File: src/rtl/redirPkg.sv
package redirPkg;
  localparam int VEC_W = 8;
  localparam int DEST_W = 8;

  typedef enum logic [2:0] {
    MODE_FIXED  = 3'b000,
    MODE_LOWEST = 3'b001,
    MODE_SMI    = 3'b010,
    MODE_RSV3   = 3'b011,
    MODE_NMI    = 3'b100,
    MODE_INIT   = 3'b101,
    MODE_RSV6   = 3'b110,
    MODE_EXT    = 3'b111
  } dlvMode_e;

  typedef struct packed {
    dlvMode_e            mode;
    logic                level;
    logic                mask;
    logic [VEC_W-1:0]    vector;
    logic [DEST_W-1:0]   dest;
  } redirEntry_t;

  typedef struct packed {
    logic send;
    logic clrPend;
    logic setRirr;
    logic absorbEdge;
    logic zeroVec;
    logic extFlag;
    logic levelOut;
  } ctrlStrobe_t;

  localparam redirEntry_t RESET_ENTRY = '{mode: MODE_FIXED, level: 1'b0, mask: 1'b1,
                                         vector: '0, dest: '0};

  function automatic logic isReserved(dlvMode_e m);
    return (m == MODE_RSV3) || (m == MODE_RSV6);
  endfunction

  // fixed / lowest priority programmed for level: tracked by remote-IRR
  function automatic logic isLevelTracked(redirEntry_t e);
    return ((e.mode == MODE_FIXED) || (e.mode == MODE_LOWEST)) && e.level;
  endfunction

  // NMI / INIT programmed for level: re-sent on each visit while high
  function automatic logic isRepeat(redirEntry_t e);
    return ((e.mode == MODE_NMI) || (e.mode == MODE_INIT)) && e.level;
  endfunction

  // entry latches a pending flag on a rising pin edge
  function automatic logic edgeCaptured(redirEntry_t e);
    return !e.mask && !isReserved(e.mode) && !isLevelTracked(e);
  endfunction
endpackage

File: src/rtl/redirControl.sv
module redirControl import redirPkg::*; (
  input  redirEntry_t curEntry,
  input  logic        curIrq,
  input  logic        curPend,
  input  logic        curRirr,
  output ctrlStrobe_t strb
);
  logic levelTracked;
  logic repeatCls;
  logic fireNow;

  always_comb begin
    levelTracked = isLevelTracked(curEntry);
    repeatCls    = isRepeat(curEntry);
    fireNow      = 1'b0;
    if (!curEntry.mask && !isReserved(curEntry.mode)) begin
      if (levelTracked)   fireNow = curIrq && !curRirr;
      else if (repeatCls) fireNow = curIrq || curPend;
      else                fireNow = curPend;
    end
    strb            = '0;
    strb.send       = fireNow;
    strb.clrPend    = fireNow;
    strb.setRirr    = fireNow && levelTracked;
    strb.absorbEdge = fireNow && repeatCls && curIrq;
    strb.zeroVec    = (curEntry.mode == MODE_SMI) || (curEntry.mode == MODE_NMI) ||
                      (curEntry.mode == MODE_EXT);
    strb.extFlag    = (curEntry.mode == MODE_EXT);
    strb.levelOut   = levelTracked;
  end
endmodule

File: src/rtl/redirDatapath.sv
module redirDatapath import redirPkg::*; #(
  parameter  int NPINS = 8,
  localparam int IDX_W = $clog2(NPINS)
) (
  input  logic              clk,
  input  logic              rstN,
  input  logic [NPINS-1:0]  irqIn,
  input  logic              wrEn,
  input  logic [IDX_W-1:0]  wrIdx,
  input  redirEntry_t       wrEntry,
  input  logic              eoiValid,
  input  logic [VEC_W-1:0]  eoiVector,
  input  ctrlStrobe_t       strb,
  output redirEntry_t       curEntry,
  output logic              curIrq,
  output logic              curPend,
  output logic              curRirr,
  output logic [IDX_W-1:0]  scanIdx,
  output logic              msgValid,
  output logic [IDX_W-1:0]  msgPin,
  output logic [VEC_W-1:0]  msgVector,
  output logic [DEST_W-1:0] msgDest,
  output logic [2:0]        msgMode,
  output logic              msgLevel,
  output logic              msgExtern
);
  redirEntry_t      entries [NPINS];
  logic [NPINS-1:0] pending, pendNext;
  logic [NPINS-1:0] rirr, rirrNext;
  logic [NPINS-1:0] irqPrev;

  assign curEntry = entries[scanIdx];
  assign curIrq   = irqIn[scanIdx];
  assign curPend  = pending[scanIdx];
  assign curRirr  = rirr[scanIdx];

  always_comb begin
    for (int i = 0; i < NPINS; i++) begin
      pendNext[i] = pending[i];
      rirrNext[i] = rirr[i];
      if ((scanIdx == IDX_W'(i)) && strb.clrPend) pendNext[i] = 1'b0;
      // a fresh edge wins over the dispatch clear
      if (irqIn[i] && !irqPrev[i] && edgeCaptured(entries[i]) &&
          !((scanIdx == IDX_W'(i)) && strb.absorbEdge))
        pendNext[i] = 1'b1;
      if (eoiValid && (entries[i].vector == eoiVector)) rirrNext[i] = 1'b0;
      if ((scanIdx == IDX_W'(i)) && strb.setRirr) rirrNext[i] = 1'b1;
      if (wrEn && (wrIdx == IDX_W'(i))) begin
        pendNext[i] = 1'b0;
        rirrNext[i] = 1'b0;
      end
    end
  end

  always_ff @(posedge clk or negedge rstN) begin
    if (!rstN) begin
      for (int i = 0; i < NPINS; i++) entries[i] <= RESET_ENTRY;
      pending   <= '0;
      rirr      <= '0;
      irqPrev   <= '0;
      scanIdx   <= '0;
      msgValid  <= 1'b0;
      msgPin    <= '0;
      msgVector <= '0;
      msgDest   <= '0;
      msgMode   <= '0;
      msgLevel  <= 1'b0;
      msgExtern <= 1'b0;
    end else begin
      if (wrEn && (int'(wrIdx) < NPINS)) entries[wrIdx] <= wrEntry;
      pending  <= pendNext;
      rirr     <= rirrNext;
      irqPrev  <= irqIn;
      scanIdx  <= (scanIdx == IDX_W'(NPINS - 1)) ? '0 : scanIdx + 1'b1;
      msgValid <= strb.send;
      if (strb.send) begin
        msgPin    <= scanIdx;
        msgVector <= strb.zeroVec ? '0 : curEntry.vector;
        msgDest   <= curEntry.dest;
        msgMode   <= curEntry.mode;
        msgLevel  <= strb.levelOut;
        msgExtern <= strb.extFlag;
      end
    end
  end
endmodule

File: src/rtl/redirScan.sv
module redirScan import redirPkg::*; #(
  parameter  int NPINS = 8,
  localparam int IDX_W = $clog2(NPINS)
) (
  input  logic              clk,
  input  logic              rstN,
  input  logic [NPINS-1:0]  irqIn,
  input  logic              wrEn,
  input  logic [IDX_W-1:0]  wrIdx,
  input  logic [2:0]        wrMode,
  input  logic              wrLevel,
  input  logic              wrMask,
  input  logic [VEC_W-1:0]  wrVector,
  input  logic [DEST_W-1:0] wrDest,
  input  logic              eoiValid,
  input  logic [VEC_W-1:0]  eoiVector,
  output logic              msgValid,
  output logic [IDX_W-1:0]  msgPin,
  output logic [VEC_W-1:0]  msgVector,
  output logic [DEST_W-1:0] msgDest,
  output logic [2:0]        msgMode,
  output logic              msgLevel,
  output logic              msgExtern
);
  redirEntry_t wrEntry;
  redirEntry_t curEntry;
  ctrlStrobe_t strb;
  logic        curIrq, curPend, curRirr;
  logic [IDX_W-1:0] scanIdx;

  assign wrEntry = '{mode: dlvMode_e'(wrMode), level: wrLevel, mask: wrMask,
                     vector: wrVector, dest: wrDest};

  redirControl i_ctrl (
    .curEntry(curEntry), .curIrq(curIrq), .curPend(curPend), .curRirr(curRirr),
    .strb(strb)
  );

  redirDatapath #(.NPINS(NPINS)) i_dp (
    .clk(clk), .rstN(rstN), .irqIn(irqIn),
    .wrEn(wrEn), .wrIdx(wrIdx), .wrEntry(wrEntry),
    .eoiValid(eoiValid), .eoiVector(eoiVector), .strb(strb),
    .curEntry(curEntry), .curIrq(curIrq), .curPend(curPend), .curRirr(curRirr),
    .scanIdx(scanIdx),
    .msgValid(msgValid), .msgPin(msgPin), .msgVector(msgVector), .msgDest(msgDest),
    .msgMode(msgMode), .msgLevel(msgLevel), .msgExtern(msgExtern)
  );
endmodule

File: config.mk
export PLATFORM = sky130hd
export DESIGN_NAME = redirScan
export DESIGN_NICKNAME = d
export VERILOG_FILES = /design/src/rtl/redirPkg.sv /design/src/rtl/redirControl.sv /design/src/rtl/redirDatapath.sv /design/src/rtl/redirScan.sv
export SDC_FILE = /design/constraint.sdc
export NUM_CORES = 1
export LEC_CHECK = 0
export BUFFER_PORTS_ARGS = -buffer_cell sky130_fd_sc_hd__buf_2
export CAP_MARGIN = 0
export CORE_ASPECT_RATIO = 1.1
export CORE_UTILIZATION = 45
export CTS_BUF_LIST = sky130_fd_sc_hd__clkbuf_8
export DETAILED_ROUTE_END_ITERATION = 10
export SYNTH_ARGS = -nofsm -noshare
export SYNTH_HDL_FRONTEND = slang
export SYNTH_HIERARCHICAL = 1
export SYNTH_SLANG_ARGS = --single-unit
File: constraint.sdc
create_clock -name clk -period 4.85 [get_ports clk]
set_input_delay 0.97 -clock clk [delete_from_list [all_inputs] [get_ports clk]]
set_output_delay 0.97 -clock clk [all_outputs]
set_load 0.01 [all_outputs]
==> results.py <==
metrics = {
    "floorplanning": {
        "die_h_um": 165,
        "dieArea_um2": 24800,
        "die_w_um": 150,
        "ios": 69,
        "start_util_pct": 45.9,
        "core_area_um2": 23700,
        "row_count": 59,
    },
    "synth": {
        "syn_area_per_cell_um2": 11.6,
        "syn_area_um2": 10900,
        "yosysWarnings": 6,
        "synth_fp_nets": 992,
        "synth_cells": 942,
    },
    "layout": {
        "layout-drive-gt1-share_pct": 31.1,
        "nets": 1061,
        "fillers": 2154,
        "layout_common_cells": "nand2_1, dfrtp_1, mux2_2",
        "syn_to_final_growth_pct": 12.6,
        "post-route-util_pct": 51.7,
        "final_common_cell": "nand2_1",
    },
    "sta": {
        "rsz0062_at_grt": "false",
        "maxSlewHeadroom_pct": 28.2,
        "setup_viol": 0,
        "fin_tns_setup_ps": 0,
        "finalHoldViolCount": 0,
        "finalCriticalPeriod_ps": 3290,
        "fmax_mhz": 304,
        "drv_slew": 0,
        "worstMarginPinSlew_ps": 1080,
        "min_period_over_period_pct": 67.8,
        "finalHoldWorstSlack_ps": 475,
        "skew_ps": 16.9,
    },
    "grt": {
        "grt_pass1_wl_mm": 44.9,
        "grt_remaining_overflow": 0,
        "grt_max_degree": 114,
        "grt_pass1_vias": 7621,
        "grtUsageTotal_pct": 24.2,
        "antenna_found_initial": 1,
    },
    "power": {
        "power_density_nw_per_um2": 457,
        "p_leak_nw": 5.59,
        "vdd.ir_drop.worst_mv": 0.215,
    },
    "setup_path": {
        "path_max_fanout": 36,
        "critPathTopFamily": "simple AND/OR/NAND/NOR gates",
        "cp.arrival_ps": 3760,
        "critPathCaptureType": "register",
        "crit_start": "i_dp/scanIdx[0]",
        "timing.rr.start": "i_dp/scanIdx[0]",
        "path_cells": "mux4_2, nand2_1, nand2_1, and3b_1, o221ai_2, a21oi_4, clkinv_1, nor2_1, a22o_1",
        "required_ps": 5330,
        "crit_path_top_delay_cell": "dfrtp_4",
        "crit_buf_inv": 1,
        "crit_type": "reg2reg",
        "start_kind": "register",
        "max_stage_delay_ps": 900,
        "crit_top_cell": "nand2_1",
    },
    "cts": {
        "cts_root_buf": "clkbuf_8",
        "cts_tree": "done",
        "post_cts_buffers": 0,
        "cts_hold_buffers": 0,
        "numCtsBuffers": 40,
        "cts_resized": 0,
        "cts_max_path_buffers": 3,
        "clock_sinks": 220,
        "clkTransAtPathRegs_ps": 60,
        "clk_latency_ps": 540,
        "ctsHtreeMaxLevel": 2,
    },
    "placement": {
        "numPortBuffers": 68,
        "routabilityCongestion": 0.812,
        "place_hpwl_mm": 18.5,
    },
    "hold_path": {
        "min_from": "i_dp/entries[28]",
        "hold_class": "reg2reg",
    },
    "outcome": {
        "status": "complete, no violations",
    },
    "routing": {
        "routedWlPerCell_um": 21.2,
        "drtIter0Drc": 449,
        "num_vias": 7354,
        "viasPerCell": 5.48,
        "first_pass_iters": 6,
        "finalWirelength_mm": 28.5,
        "ant_nets": 0,
        "drc": 0,
    },
    "job": {
        "max_cap_viol_count": 0,
    },
}
## state kept, by name (all words and copies together) (netlist names), 8 cells and up
register / cells
i_dp/entries: 168
i_dp/irqPrev: 8
i_dp/msgDest: 8
i_dp/msgVector: 8
i_dp/pending: 8
i_dp/rirr: 8
## layer usage
| layer | track usage [%] | up-vias | part of all wire (%) |
|---|---|---|---|
| li1 | - | 3383 | - |
| met1 | 33.8 | 3735 | 45 |
| met2 | 38.5 | 194 | 47 |
| met3 | 4.89 | 42 | 5.3 |
| met4 | 6.43 | 0 | 1.9 |
| met5 | 0 | - | 0 |
## report_power, final
| part | internal (mW) | switching, mW |
|---|---|---|
| logic | 0.637 | 0.585 |
| registers | 2.28 | 0.324 |
| clock network | 0.993 | 0.775 |
| total | 3.91 | 1.68 |
## final timing paths
kind	depth (start not counted)	to	slack [ps]
worst max register to register	9	i_dp/msgVector[1]	1560
min in group asynchronous	1	i_dp/msgVector[6]	480
worst min-delay path	2	i_dp/entries[28]	470
worst max-delay path	9	i_dp/msgVector[1]	1560
worst min register to register	2	i_dp/entries[28]	470
max in group asynchronous	2	i_dp/entries[63]	3270
## final cells by class
| type | instances | area (um^2) | share of cell area, % |
|---|---|---|---|
| Antenna cell | 1 | 2.50 | 0.0204 |
| Clock buffer | 51 | 702 | 5.73 |
| Clock inverter | 16 | 103 | 0.837 |
| Inverter | 16 | 60.1 | 0.490 |
| Multi-Input combinational cell | 651 | 5020 | 40.9 |
| Sequential cell | 220 | 5520 | 45.1 |
| Tap cell | 305 | 382 | 3.11 |
| Timing Repair Buffer | 82 | 468 | 3.82 |
## worst reg2reg max path: stages, from the launching register on
cell and delay, ps:
dfrtp_4 900, mux4_2 600, nand2_1 110, nand2_1 160
and3b_1 280, o221ai_2 120, a21oi_4 130, clkinv_1 250
nor2_1 470, a22o_1 200
## through the flow
stage	worst slack, ps	total power, mW	instances	cell area, um^2
2_1_floorplan	1790	3.41	942	10900
3_3_place_gp	1590	3.83	1274	11400
3_5_place_dp	1520	3.86	1274	11400
4_1_cts	1550	5.65	1341	12300
5_1_grt	1310	5.91	1341	12300
6_report	1560	5.59	1342	12300
(Power assumes the default switching activity.)
